`src/rtl/tone_word_pkg.sv`:
```
package tone_word_pkg;

   // Resolved action for one clock, highest precedence first
   typedef enum logic [2:0] {
      ACT_NONE   = 3'd0,
      ACT_RESET  = 3'd1,
      ACT_COMMIT = 3'd2,
      ACT_OPEN   = 3'd3,
      ACT_COARSE = 3'd4,
      ACT_FINE   = 3'd5
   } tw_action_e;

   // Nearest phase increment for a burst tone given in kHz
   function automatic int tone_to_word(input int khz, input int phase_bits,
                                       input int clk_hz, input int cycles);
      longint num;
      longint den;
      num = longint'(khz) * 64'd1000 * (64'd1 << phase_bits);
      den = longint'(cycles) * longint'(clk_hz);
      return int'((num + den / 2) / den);
   endfunction

endpackage

```
`src/rtl/tw_decode.sv`:
```
module tw_decode
   import tone_word_pkg::*;
(
   input  logic       editing,
   input  logic       k_set,
   input  logic       k_coarse,
   input  logic       k_fine,
   input  logic       k_ok,
   input  logic       k_reset,
   output tw_action_e action
);

   always_comb begin
      action = ACT_NONE;
      if (k_reset)
         action = ACT_RESET;
      else if (editing) begin
         if (k_ok)
            action = ACT_COMMIT;
         else if (k_coarse)
            action = ACT_COARSE;
         else if (k_fine)
            action = ACT_FINE;
      end
      else if (k_set)
         action = ACT_OPEN;
   end

endmodule

```
`src/rtl/tw_ladder.sv`:
```
module tw_ladder
   import tone_word_pkg::*;
#(
   parameter int WORD_W     = 8,
   parameter int PHASE_BITS = 14,
   parameter int DDS_CLK_HZ = 5_000_000,
   parameter int BURST_CYC  = 10,
   parameter int BASE_KHZ   = 50,
   parameter int FIRST_KHZ  = 70,
   parameter int STEP_KHZ   = 50,
   parameter int TOP_KHZ    = 500
) (
   input  logic [WORD_W-1:0] cur,
   output logic [WORD_W-1:0] nxt
);

   localparam int RUNGS   = (TOP_KHZ - FIRST_KHZ) / STEP_KHZ + 2;
   localparam int TOP_RAW = tone_to_word(TOP_KHZ, PHASE_BITS, DDS_CLK_HZ, BURST_CYC);
   localparam logic [WORD_W-1:0] TOP_WORD = WORD_W'(TOP_RAW);

   logic [WORD_W-1:0] rung [RUNGS];

   for (genvar i = 0; i < RUNGS; i++) begin : g_rung
      localparam int KHZ = (i == 0) ? BASE_KHZ : FIRST_KHZ + (i - 1) * STEP_KHZ;
      localparam int RAW = tone_to_word(KHZ, PHASE_BITS, DDS_CLK_HZ, BURST_CYC);
      localparam int CLP = (RAW > TOP_RAW) ? TOP_RAW : RAW;
      assign rung[i] = WORD_W'(CLP);
   end

   // Descending scan: the last hit is the smallest rung above cur
   always_comb begin
      nxt = TOP_WORD;
      for (int i = RUNGS - 1; i >= 0; i--) begin
         if (rung[i] > cur)
            nxt = rung[i];
      end
   end

endmodule

```
`src/rtl/tw_fine.sv`:
```
module tw_fine #(
   parameter int WORD_W    = 8,
   parameter int MAX_WORD  = 164,
   parameter int FINE_STEP = 1
) (
   input  logic [WORD_W-1:0] cur,
   output logic [WORD_W-1:0] nxt
);

   localparam logic [WORD_W-1:0] CEIL = WORD_W'(MAX_WORD);
   localparam logic [WORD_W-1:0] INC  = WORD_W'(FINE_STEP);

   if (FINE_STEP == 1) begin : g_unit
      assign nxt = (cur >= CEIL) ? CEIL : cur + 1'b1;
   end
   else begin : g_multi
      // Headroom test avoids an overflowing sum
      assign nxt = (CEIL - cur <= INC || cur >= CEIL) ? CEIL : cur + INC;
   end

endmodule

```
`src/rtl/tone_word_ctrl.sv`:
```
module tone_word_ctrl
   import tone_word_pkg::*;
#(
   parameter int WORD_W     = 8,
   parameter int PHASE_BITS = 14,
   parameter int DDS_CLK_HZ = 5_000_000,
   parameter int BURST_CYC  = 10,
   parameter int BASE_KHZ   = 50,
   parameter int FIRST_KHZ  = 70,
   parameter int STEP_KHZ   = 50,
   parameter int TOP_KHZ    = 500,
   parameter int FINE_STEP  = 1
) (
   input  logic              clk,
   input  logic              rst_n,
   input  logic              key_set,
   input  logic              key_coarse,
   input  logic              key_fine,
   input  logic              key_ok,
   input  logic              key_reset,
   output logic [WORD_W-1:0] cand_word,
   output logic              edit_active,
   output logic [WORD_W-1:0] word,
   output logic              word_valid
);

   localparam int DEF_WORD = tone_to_word(BASE_KHZ, PHASE_BITS, DDS_CLK_HZ, BURST_CYC);
   localparam int MAX_WORD = tone_to_word(TOP_KHZ, PHASE_BITS, DDS_CLK_HZ, BURST_CYC);
   localparam logic [WORD_W-1:0] DEF_W = WORD_W'(DEF_WORD);

   if (MAX_WORD >= (1 << WORD_W)) begin : g_chk_width
      $error("tone_word_ctrl: WORD_W too narrow for the top tone");
   end
   if (FIRST_KHZ <= BASE_KHZ || STEP_KHZ <= 0 || TOP_KHZ < FIRST_KHZ) begin : g_chk_ladder
      $error("tone_word_ctrl: ladder frequencies inconsistent");
   end
   if (FINE_STEP < 1) begin : g_chk_fine
      $error("tone_word_ctrl: FINE_STEP must be positive");
   end

   tw_action_e        act;
   logic [WORD_W-1:0] coarse_nxt;
   logic [WORD_W-1:0] fine_nxt;
   logic [WORD_W-1:0] cand_q;
   logic [WORD_W-1:0] word_q;
   logic              edit_q;
   logic              valid_q;

   tw_decode u_decode (
      .editing  (edit_q),
      .k_set    (key_set),
      .k_coarse (key_coarse),
      .k_fine   (key_fine),
      .k_ok     (key_ok),
      .k_reset  (key_reset),
      .action   (act)
   );

   tw_ladder #(
      .WORD_W     (WORD_W),
      .PHASE_BITS (PHASE_BITS),
      .DDS_CLK_HZ (DDS_CLK_HZ),
      .BURST_CYC  (BURST_CYC),
      .BASE_KHZ   (BASE_KHZ),
      .FIRST_KHZ  (FIRST_KHZ),
      .STEP_KHZ   (STEP_KHZ),
      .TOP_KHZ    (TOP_KHZ)
   ) u_ladder (
      .cur (cand_q),
      .nxt (coarse_nxt)
   );

   tw_fine #(
      .WORD_W    (WORD_W),
      .MAX_WORD  (MAX_WORD),
      .FINE_STEP (FINE_STEP)
   ) u_fine (
      .cur (cand_q),
      .nxt (fine_nxt)
   );

   always_ff @(posedge clk or negedge rst_n) begin
      if (!rst_n) begin
         cand_q  <= DEF_W;
         word_q  <= DEF_W;
         edit_q  <= 1'b0;
         valid_q <= 1'b0;
      end
      else begin
         valid_q <= 1'b0;
         case (act)
            ACT_RESET: begin
               cand_q  <= DEF_W;
               word_q  <= DEF_W;
               edit_q  <= 1'b0;
               valid_q <= 1'b1;
            end
            ACT_COMMIT: begin
               word_q  <= cand_q;
               edit_q  <= 1'b0;
               valid_q <= 1'b1;
            end
            ACT_OPEN: begin
               edit_q <= 1'b1;
               cand_q <= word_q;
            end
            ACT_COARSE: cand_q <= coarse_nxt;
            ACT_FINE:   cand_q <= fine_nxt;
            default:    ;
         endcase
      end
   end

   assign cand_word   = cand_q;
   assign edit_active = edit_q;
   assign word        = word_q;
   assign word_valid  = valid_q;

endmodule

```
`config.mk`:
```
export PLATFORM = sky130hd
export DESIGN_NAME = tone_word_ctrl
export DESIGN_NICKNAME = d
export VERILOG_FILES = /design/src/rtl/tone_word_pkg.sv /design/src/rtl/tw_decode.sv /design/src/rtl/tw_ladder.sv /design/src/rtl/tw_fine.sv /design/src/rtl/tone_word_ctrl.sv
export SDC_FILE = /design/constraint.sdc
export NUM_CORES = 1
export LEC_CHECK = 0
export ABC_AREA = 1
export BUFFER_PORTS_ARGS = -buffer_cell sky130_fd_sc_hd__buf_2
export CORE_AREA = 2 2 61 63
export CTS_CLUSTER_SIZE = 12
export DETAILED_ROUTE_END_ITERATION = 16
export DIE_AREA = 0 0 63 65
export PLACE_DENSITY_LB_ADDON = 0.3
export SYNTH_ARGS = -nofsm -noshare
export SYNTH_HDL_FRONTEND = slang
export SYNTH_SLANG_ARGS = --single-unit
```
`constraint.sdc`:
```
create_clock -name clk -period 1.8 [get_ports clk]
set_clock_uncertainty 0.2 [all_clocks]
set_input_delay 0.36 -clock clk [delete_from_list [all_inputs] [get_ports clk]]
set_output_delay 0.36 -clock clk [all_outputs]
set_load 0.02 [all_outputs]
```
## Yosys cells after proc, flatten, opt, wreduce, memory -nomap -nowiden

Cells that the tools add are included.

- Memories kept: 0
- ROM bits: 0
- RAM bits: 0
- Word-level logic and storage cells: 46
- Output and inout bits: 18
- Bits of input ports: 7
- Flip-flop bits (word level): 18
- Bits in latches: 0

- Bitwise gates (word level): 0
- Order comparisons: 11
- Shift operators: 0
- Reduce and logical (&&, ||, !) cells: 4
- Multipliers: 0
- Add/subtract/negate cells: 1
- Divide/modulo/power cells: 0
- Multiplexer cells: 21
- Equality and inequality tests: 5

Operator list:

| operator | count |
|---|---|
| $mux W8 | 9 |
| $gt A7 B8 Y1 const A | 4 |
| $pmux W8 S4 | 1 |
| $gt A5 B8 Y1 const A | 2 |
| $gt A6 B8 Y1 const A | 2 |
| $gt A8 B8 Y1 const A | 2 |
| $pmux W8 S2 | 1 |
| $mux W3 | 5 |
| $mux W6 | 2 |
| $add A8 B1 Y8 const B | 1 |
| $ge A8 B8 Y1 const B | 1 |
| $eq A3 B2 Y1 const B | 2 |
| $eq A3 B3 Y1 const B | 2 |
| $reduce_bool A2 Y1 | 2 |
| $reduce_bool A4 Y1 | 1 |
| $eq A3 B1 Y1 const B | 1 |
| $mux W2 | 1 |
| $pmux W1 S2 | 1 |
| $reduce_or A2 Y1 | 1 |
| $mux W1 | 1 |

## Longest topological paths before layout

Gate-level depths: netlist (run 1).

- Word-level depth: 12
- Gate-level depth with buffers: 14
- Depth with buffers taken out: 14

## Hierarchy

From an unflattened synthesis (run 1), not the netlist that was laid out.

- Cell total of the unflattened synthesis: 241
- Area, all modules: 1545.2 µm²

By module, submodules not included:

| module | seq. area each (µm²) | area an instance (µm²) | times used | cells an instance |
|---|---|---|---|---|
| tone_word_ctrl | 452.9 | 917.1 | 1 | 107 |
| tw_ladder | 0.0 | 357.8 | 1 | 80 |
| tw_fine | 0.0 | 210.2 | 1 | 41 |
| tw_decode | 0.0 | 60.1 | 1 | 13 |

## Worst setup path after synthesis (run 1)

OpenSTA, ideal clock, no wires.

- Path kind: register to register
- From: register cand_q[1], in the netlist cand_word[1]
- To: register cand_q[4], in the netlist cand_word[4]
- Stages on the path, launching flop included: 13
- Library setup time: 0.068 ns
- Required time: 1.532 ns
- Period minus slack after synthesis: 1.868 ns
- Arrival: 1.600 ns
- Path buffers: 0
- Setup slack: -0.068 ns
- Cells stage by stage: dfrtp_1 > ha_1 > o21ai_4 > nand2_1 > a21oi_4 > nand2_2 > nand2_1 > nand2_1 > nand2_1 > nand3_1 > nand2_1 > nand2_1 > a21oi_2

- Cells in the longest elaborated chain, start to end: 12
- Elaborated cells between the ends (all ways): 24
- Classes of those cells: add/sub: 1; order compare: 11; mux: 12

Ends and longest elaborated chain:

| element | line | text |
|---|---|---|
| start: declaration | tone_word_ctrl.sv:44 | `logic [WORD_W-1:0] cand_q;` |
| start signal: assignment | tone_word_ctrl.sv:105 | `cand_q <= word_q;` |
| start signal: assignment | tone_word_ctrl.sv:107 | `ACT_COARSE: cand_q <= coarse_nxt;` |
| start signal: assignment | tone_word_ctrl.sv:108 | `ACT_FINE: cand_q <= fine_nxt;` |
| $gt A8 B8 Y1 | tw_ladder.sv:34 | `if (rung[i] > cur)` |
| $mux W6 (2 in series) | tw_ladder.sv:34 |  |
| $mux W8 (8 in series) | tw_ladder.sv:34 |  |
| $pmux W8 S4 * | tone_word_ctrl.sv:91 | `case (act)` |

Every way passes the cells marked *; elsewhere a longest branch is shown, timed or not.
A chain may end at the register's enable or synchronous reset.

## Worst setup path after layout (run 1)

- From: register cand_q[0], in the netlist cand_word[0]
- To: register cand_q[4], in the netlist cand_word[4]

Same word-level chain as after synthesis.

==> out/metrics.json, run 1 <==
{
  "status": "complete, but fails checks",
  "violated_checks": "setup timing",
  "num_vias": 1450,
  "ys_async_sr_fraction_pct": 100,
  "worstSetupStartpointType": "flip-flop",
  "synth_top_cells_by_area": "dfrtp_1 (30%), nand2_1 (13%), nand3_1 (5.3%), nor2_1 (4.8%), o2111ai_1 (4.6%)",
  "avgRoutedWirePerCell_um": 13.5,
  "grt_start_max_net_pins": 19,
  "core-area_mm2": 0.00350,
  "top_layer": "met4",
  "worstHoldPathType": "input port to flip-flop",
  "ys_dominant_reg_cell": "dfrtp_1",
  "design.final.nets": 250,
  "first_pass_grt_wire_length_um": 6400,
  "syn-num-nets": 189,
  "yosys.cell_count.top_type": "nand2_1",
  "route.final.wire_length_um": 3880,
  "floorplan.die_area_mm2": 0.00410,
  "wl_met2_um": 1890,
  "max-cap-violations": 0,
  "synth_seq_cells": 18,
  "syn_inst": 179,
  "post-synth-top-area-fraction_pct": 30.3,
  "master_cell_of_the_clock_root_buffer": "clkbuf_4",
  "yosys-top-cells-count": "nand2_1 (47), nor2_1 (17), dfrtp_1 (16)",
  "fin_ws_ns": -0.0216,
  "synth_mux_area_share_pct": 0,
  "finalHoldViolations": 0,
  "clk_pin_slew_worst_paths_ns": 0.11,
  "drt.antenna.violating_nets": 0,
  "worst_skew_pair.late_latency_ns": 0.30,
  "syn-mean-instance-area_um2": 7.37,
  "synth_simple_gate_area_share_pct": 32.8,
  "dp.cells": 275,
  "grt-ovfl-total": 0,
  "clk_path_buf_depth": 2,
  "synth_compound_area_share_pct": 20.4,
  "dr.pass1.iters": 4,
  "top_level_ports": 25,
  "drc": 0,
  "total_power_w": 0.000963,
  "critical_path_required_ns": 1.84,
  "end_kind": "flip-flop",
  "antenna_found_initial": 0,
  "h_tree_lvls": 1,
  "ys_types": 32,
  "finalCoreUtilization_pct": 52.9,
  "worst_slew_pin_slew_ns": 0.410,
  "timing.setup.tns_ns": -0.0216,
  "gp_routability_congestion": 0.954,
  "cts_tree": "done",
  "timing.critical_path.arrival_ns": 1.86,
  "path_max_fanout": 4,
  "ir_drop_mv": 0.470,
  "p_leak_nw": 0.852,
  "grt_usage_pct": 20.0,
  "vias_per_inst": 5.05,
  "fp.dieH_um": 65,
  "layout-drive-gt1-share_pct": 46.4,
  "timing.final.max_slew_violations": 0,
  "max_slew_headroom_pct": 72.7,
  "netlist.top_cell.by_area": "dfrtp_1",
  "timing.final.crit_share_pct": 101,
  "timing_worst_setup_path_type": "flip-flop to flip-flop",
  "layout_min_cycle_time_ns": 1.82,
  "setup_viol": 1,
  "die-width_um": 63,
  "synth_top_family_by_area": "simple AND/OR/NAND/NOR gates",
  "detailed_place_hpwl_um": 2950,
  "pwr_density_cell_mw_per_mm2": 520,
  "syn-cell-area_mm2": 0.00132,
  "clock_buffer_count_from_cts": 3,
  "post_synth_xor_area_fraction_pct": 0.664,
  "rows": 22,
  "wl_met3_um": 265,
  "clock_sinks": 18,
  "fin_cells": 287,
  "synth.yosys.seq_area_share_pct": 34.3,
  "insertedDiodeCount": 0,
  "number_of_flops_mapped_to_enable_cells_by_yosys": 0,
  "buffer_ports.inserted": 24,
  "rsz0062_at_grt": "true",
  "wire_length_the_detailed_router_placed_on_met1_um": 1690,
  "max_freq_mhz": 549,
  "drtIter0Drc": 77,
  "grt_pass1_vias": 1381,
  "number_of_warnings_issued_by_yosys": 0,
  "initial_utilization_pct": 37.8,
  "synth-adder-area-share_pct": 2.84,
  "area_delta_synth_final_pct": 40.1
}
==> worst paths after layout <==
kind                       depth (start not counted)         start  slack (ns)            to
max                                               13  cand_word[0]       -0.02  cand_word[4]
min                                                3     key_reset        0.21    word_valid
max reg2reg                                       13  cand_word[0]       -0.02  cand_word[4]
min reg2reg                                        2       word[7]        0.32       word[7]
max in group asynchronous                          2         rst_n        0.77  cand_word[4]
min in group asynchronous                          2         rst_n        0.31       word[1]
==> what timing repair did <==
item	4_1_cts	5_1_grt
setup endpoints to repair	3	9
hold buffers	1	0
pin swaps	1	5
endpoints found under the hold margin	16	0
resized for setup	5	18
buffers inserted	4	3
==> cells in the final DEF (no fill, tap or decap), drive strengths merged, types with 3 or more instances in the layout <==
| cell type | netlist | routed |
|---|---|---|
| o21ai | 14 | 14 |
| clkbuf | 1 | 4 |
| ha | 3 | 3 |
| nand3 | 15 | 15 |
| a21oi | 8 | 8 |
| nand3b | 3 | 3 |
| nand2 | 51 | 51 |
| o2111ai | 7 | 7 |
| buf | 3 | 59 |
| dfrtp | 16 | 16 |
| o211ai | 3 | 3 |
| inv | 19 | 19 |
| nor2 | 23 | 23 |
==> metrics by stage <==
step | hold slack, ns | cell area [µm²] | setup WS (ns)
after floorplan | -0.136 | 1320 | -0.0423
after global placement | 0.111 | 1680 | -0.0215
after detailed placement | 0.113 | 1680 | -0.0219
after CTS | 0.173 | 1770 | -0.00306
after global routing | 0.216 | 1850 | -0.133
final | 0.205 | 1850 | -0.0216
==> registers in the layout, summed over array words and instances, names as in the netlist <==
signal and count:
edit_active 1, word_valid 1, cand_word 8, word 8
==> cells by family after synthesis <==
kind of cell / Yosys count
AND/OR/NAND/NOR: 96
XOR/XNOR: 1
buffers and inverters: 23
AO/OA/AOI/OAI: 38
adder cells (fa/ha/maj): 3
flip-flops: 18
==> power by group <==
group | internal (W) | leakage, nW | switching (W)
registers | 0.000425 | 0.230 | 0.0000174
clock network | 0.000123 | 0.0210 | 0.000135
logic | 0.000106 | 0.601 | 0.000156
total | 0.000655 | 0.852 | 0.000308
==> critical path, stage by stage, from the launching register on <==
cell and delay, ns:
dfrtp_2 0.45, inv_2 0.09, ha_1 0.17, nand3_2 0.09, nand3b_1 0.17, nand2_1 0.10
nand2_2 0.05, nand2_1 0.05, nand2_1 0.05, nand2_1 0.05, nand3_1 0.06, nand2_1 0.07
nand2_1 0.06, a21oi_2 0.13
==> routing by layer <==
metal	up-vias	global-route usage, %
li1	733	-
met4	0	8.33
met5	-	0
met2	48	32.6
met3	4	3.13
met1	665	26.5
==> final cells by class <==
| type | count | area [µm²] |
|---|---|---|
| flip-flops and latches | 18 | 460 |
| multi-input cells | 138 | 795 |
| inverters | 19 | 76.3 |
| clock buffers | 4 | 36.3 |
| repair buffers | 60 | 422 |
| well taps | 48 | 60.1 |
| fillers | 342 | 1650 |
(Power assumes the default switching activity.)
==> run 2: changes to the inputs <==
==> constraint.sdc (replaced) <==
create_clock -name clk -period 1.8 [get_ports clk]
set_clock_uncertainty 0.2 [all_clocks]
set_input_delay 0.36 -clock clk [delete_from_list [all_inputs] [get_ports clk]]
set_output_delay 0.36 -clock clk [all_outputs]
set_load 0.1 [all_outputs]
==> out/metrics.json, run 2 (same netlist as run 1, synthesis figures left out) <==
{
  "status": "complete, but fails checks",
  "violated_checks": "setup timing",
  "timing_worst_setup_path_type": "flip-flop to flip-flop",
  "detailed_place_hpwl_um": 3020,
  "num-fill-cells": 332,
  "area_delta_synth_final_pct": 49.1,
  "drtIter0Drc": 64,
  "crit_path_top_delay_cell": "dfrtp_4",
  "rsz0062_at_grt": "true",
  "global_route.usage.met1_pct": 27.6,
  "worstSetupStartpointType": "flip-flop",
  "p_leak_nw": 0.871,
  "vias_per_inst": 5.20,
  "fin_ws_ns": -0.154,
  "setup_viol": 7,
  "top_level_ports": 25,
  "globalRouteMet2Util_pct": 37.9,
  "route.final.wire_length_um": 4230,
  "cts_tree": "done",
  "insertedDiodeCount": 0,
  "clk_path_buf_depth": 2,
  "finalHoldViolations": 0,
  "fin_cells": 286,
  "grt-ovfl-total": 0,
  "cp_cell_sequence": "ha_4 > o21ai_4 > nand2_2 > a21oi_4 > nand2_2 > nand2_1 > nand2_1 > nand2_1 > nand3_1 > nand2_1 > nand2_1 > a21oi_2",
  "worst-r2r-cell-count": 12,
  "critical-path-top-delay-family": "flip-flops",
  "design.final.nets": 249,
  "clock_sinks": 18,
  "drc": 0,
  "core-area_mm2": 0.00350,
  "dr.pass1.iters": 4,
  "h_tree_lvls": 1,
  "worst_skew_pair.late_latency_ns": 0.31,
  "crit_path_buf_inv_count": 0,
  "max_slew_headroom_pct": 67.8,
  "clk_pin_slew_worst_paths_ns": 0.12,
  "pre_cts_ws_ns": -0.142,
  "worst_slew_pin_slew_ns": 0.487,
  "first_pass_grt_wire_length_um": 6870,
  "grt.busiest_layer": "met2",
  "dp.cells": 271,
  "use_met3_pct": 2.43,
  "critical-path-max-stage-delay_ns": 0.53,
  "rows": 22,
  "timing.final.max_slew_violations": 0,
  "pwr_density_cell_mw_per_mm2": 573,
  "avgRoutedWirePerCell_um": 14.8,
  "floorplan.die_area_mm2": 0.00410,
  "grt_start_max_net_pins": 19,
  "clock_buffer_count_from_cts": 3,
  "num_vias": 1488,
  "fin_hold_ws_ns": 0.185,
  "initial_utilization_pct": 37.8,
  "grt_pass1_vias": 1431,
  "max_freq_mhz": 512,
  "total_power_w": 0.00113,
  "drt.antenna.violating_nets": 0,
  "critical_path_required_ns": 1.86,
  "timing.critical_path.arrival_ns": 2.01,
  "worstHoldPathType": "input port to flip-flop",
  "ir_drop_mv": 0.367,
  "antenna_found_initial": 0,
  "buffer_ports.inserted": 24,
  "path_max_fanout": 4,
  "commonest_non_fill_non_tap_cell_in_the_layout": "nand2_1",
  "worst_hold_path.num_cells": 3,
  "timing.final.crit_share_pct": 109,
  "die-width_um": 63,
  "timing.setup.tns_ns": -0.527,
  "gp_routability_congestion": 0.994,
  "critPathMostFrequentCell": "nand2_1",
  "grt_usage_pct": 21.8,
  "layout-drive-gt1-share_pct": 48.7,
  "end_kind": "flip-flop",
  "max-cap-violations": 0,
  "fp.dieH_um": 65,
  "layout_min_cycle_time_ns": 1.95,
  "path_depth": 12,
  "master_cell_of_the_clock_root_buffer": "clkbuf_4",
  "most_frequent_cells_in_the_layout": "nand2_1 (41), buf_4 (32), buf_2 (17)"
}
run 2: power by group:
part           internal, W  leakage, nW  total [W]  switching, W
Clock             0.000124       0.0210   0.000276      0.000152
Combinational     0.000126        0.625   0.000394      0.000268
Sequential        0.000432        0.226   0.000459     0.0000272
run 2: final cells by class:
type	count	area (µm²)	share of cell area, %
Inverter	19	73.8	3.75
Clock buffer	4	36.3	1.84
Tap cell	48	60.1	3.05
Timing Repair Buffer	59	489	24.9
Sequential cell	18	479	24.3
Multi-Input combinational cell	138	830	42.1
run 2: worst paths after layout:
path	startpoint	slack (ns)	endpoint
hold / removal	key_reset	0.18	word_valid
setup / recovery	cand_word[1]	-0.15	cand_word[4]
hold reg to reg	word[4]	0.32	word[4]
setup reg to reg	cand_word[1]	-0.15	cand_word[4]
max in group asynchronous	rst_n	0.77	cand_word[0]
min in group asynchronous	rst_n	0.30	edit_active
run 2: metrics by stage:
stage          instance area, µm²  utilization [%]
2_1_floorplan                1370                -
3_3_place_gp                 1760             50.5
3_5_place_dp                 1760             50.5
4_1_cts                      1900             54.4
5_1_grt                      1970             56.3
6_report                     1970             56.3
run 2: worst register-to-register path: cells and delay by family (launching register included):
family | cells | cell delay [ns]
AOI/OAI and AO/OA | 3 | 0.47
adders and majority gates | 1 | 0.18
DFF | 1 | 0.53
and+or+nand+nor | 8 | 0.53
run 2: repair_timing:
item                                   in CTS  in global routing
endpoints found under the hold margin      16                  0
gates resized for setup                    12                 12
cloned                                      0                  0
pin swaps                                   1                  1
setup endpoints to repair                   8                 11
buffers inserted                            8                  2
hold buffers                                1                  0
run 2: metal layers:
layer | part of all wire (%) | vias to the layer above
met5 | 0 | -
met4 | 2.3 | 0
met3 | 4.0 | 9
met2 | 50 | 43
met1 | 44 | 706
li1 | - | 730
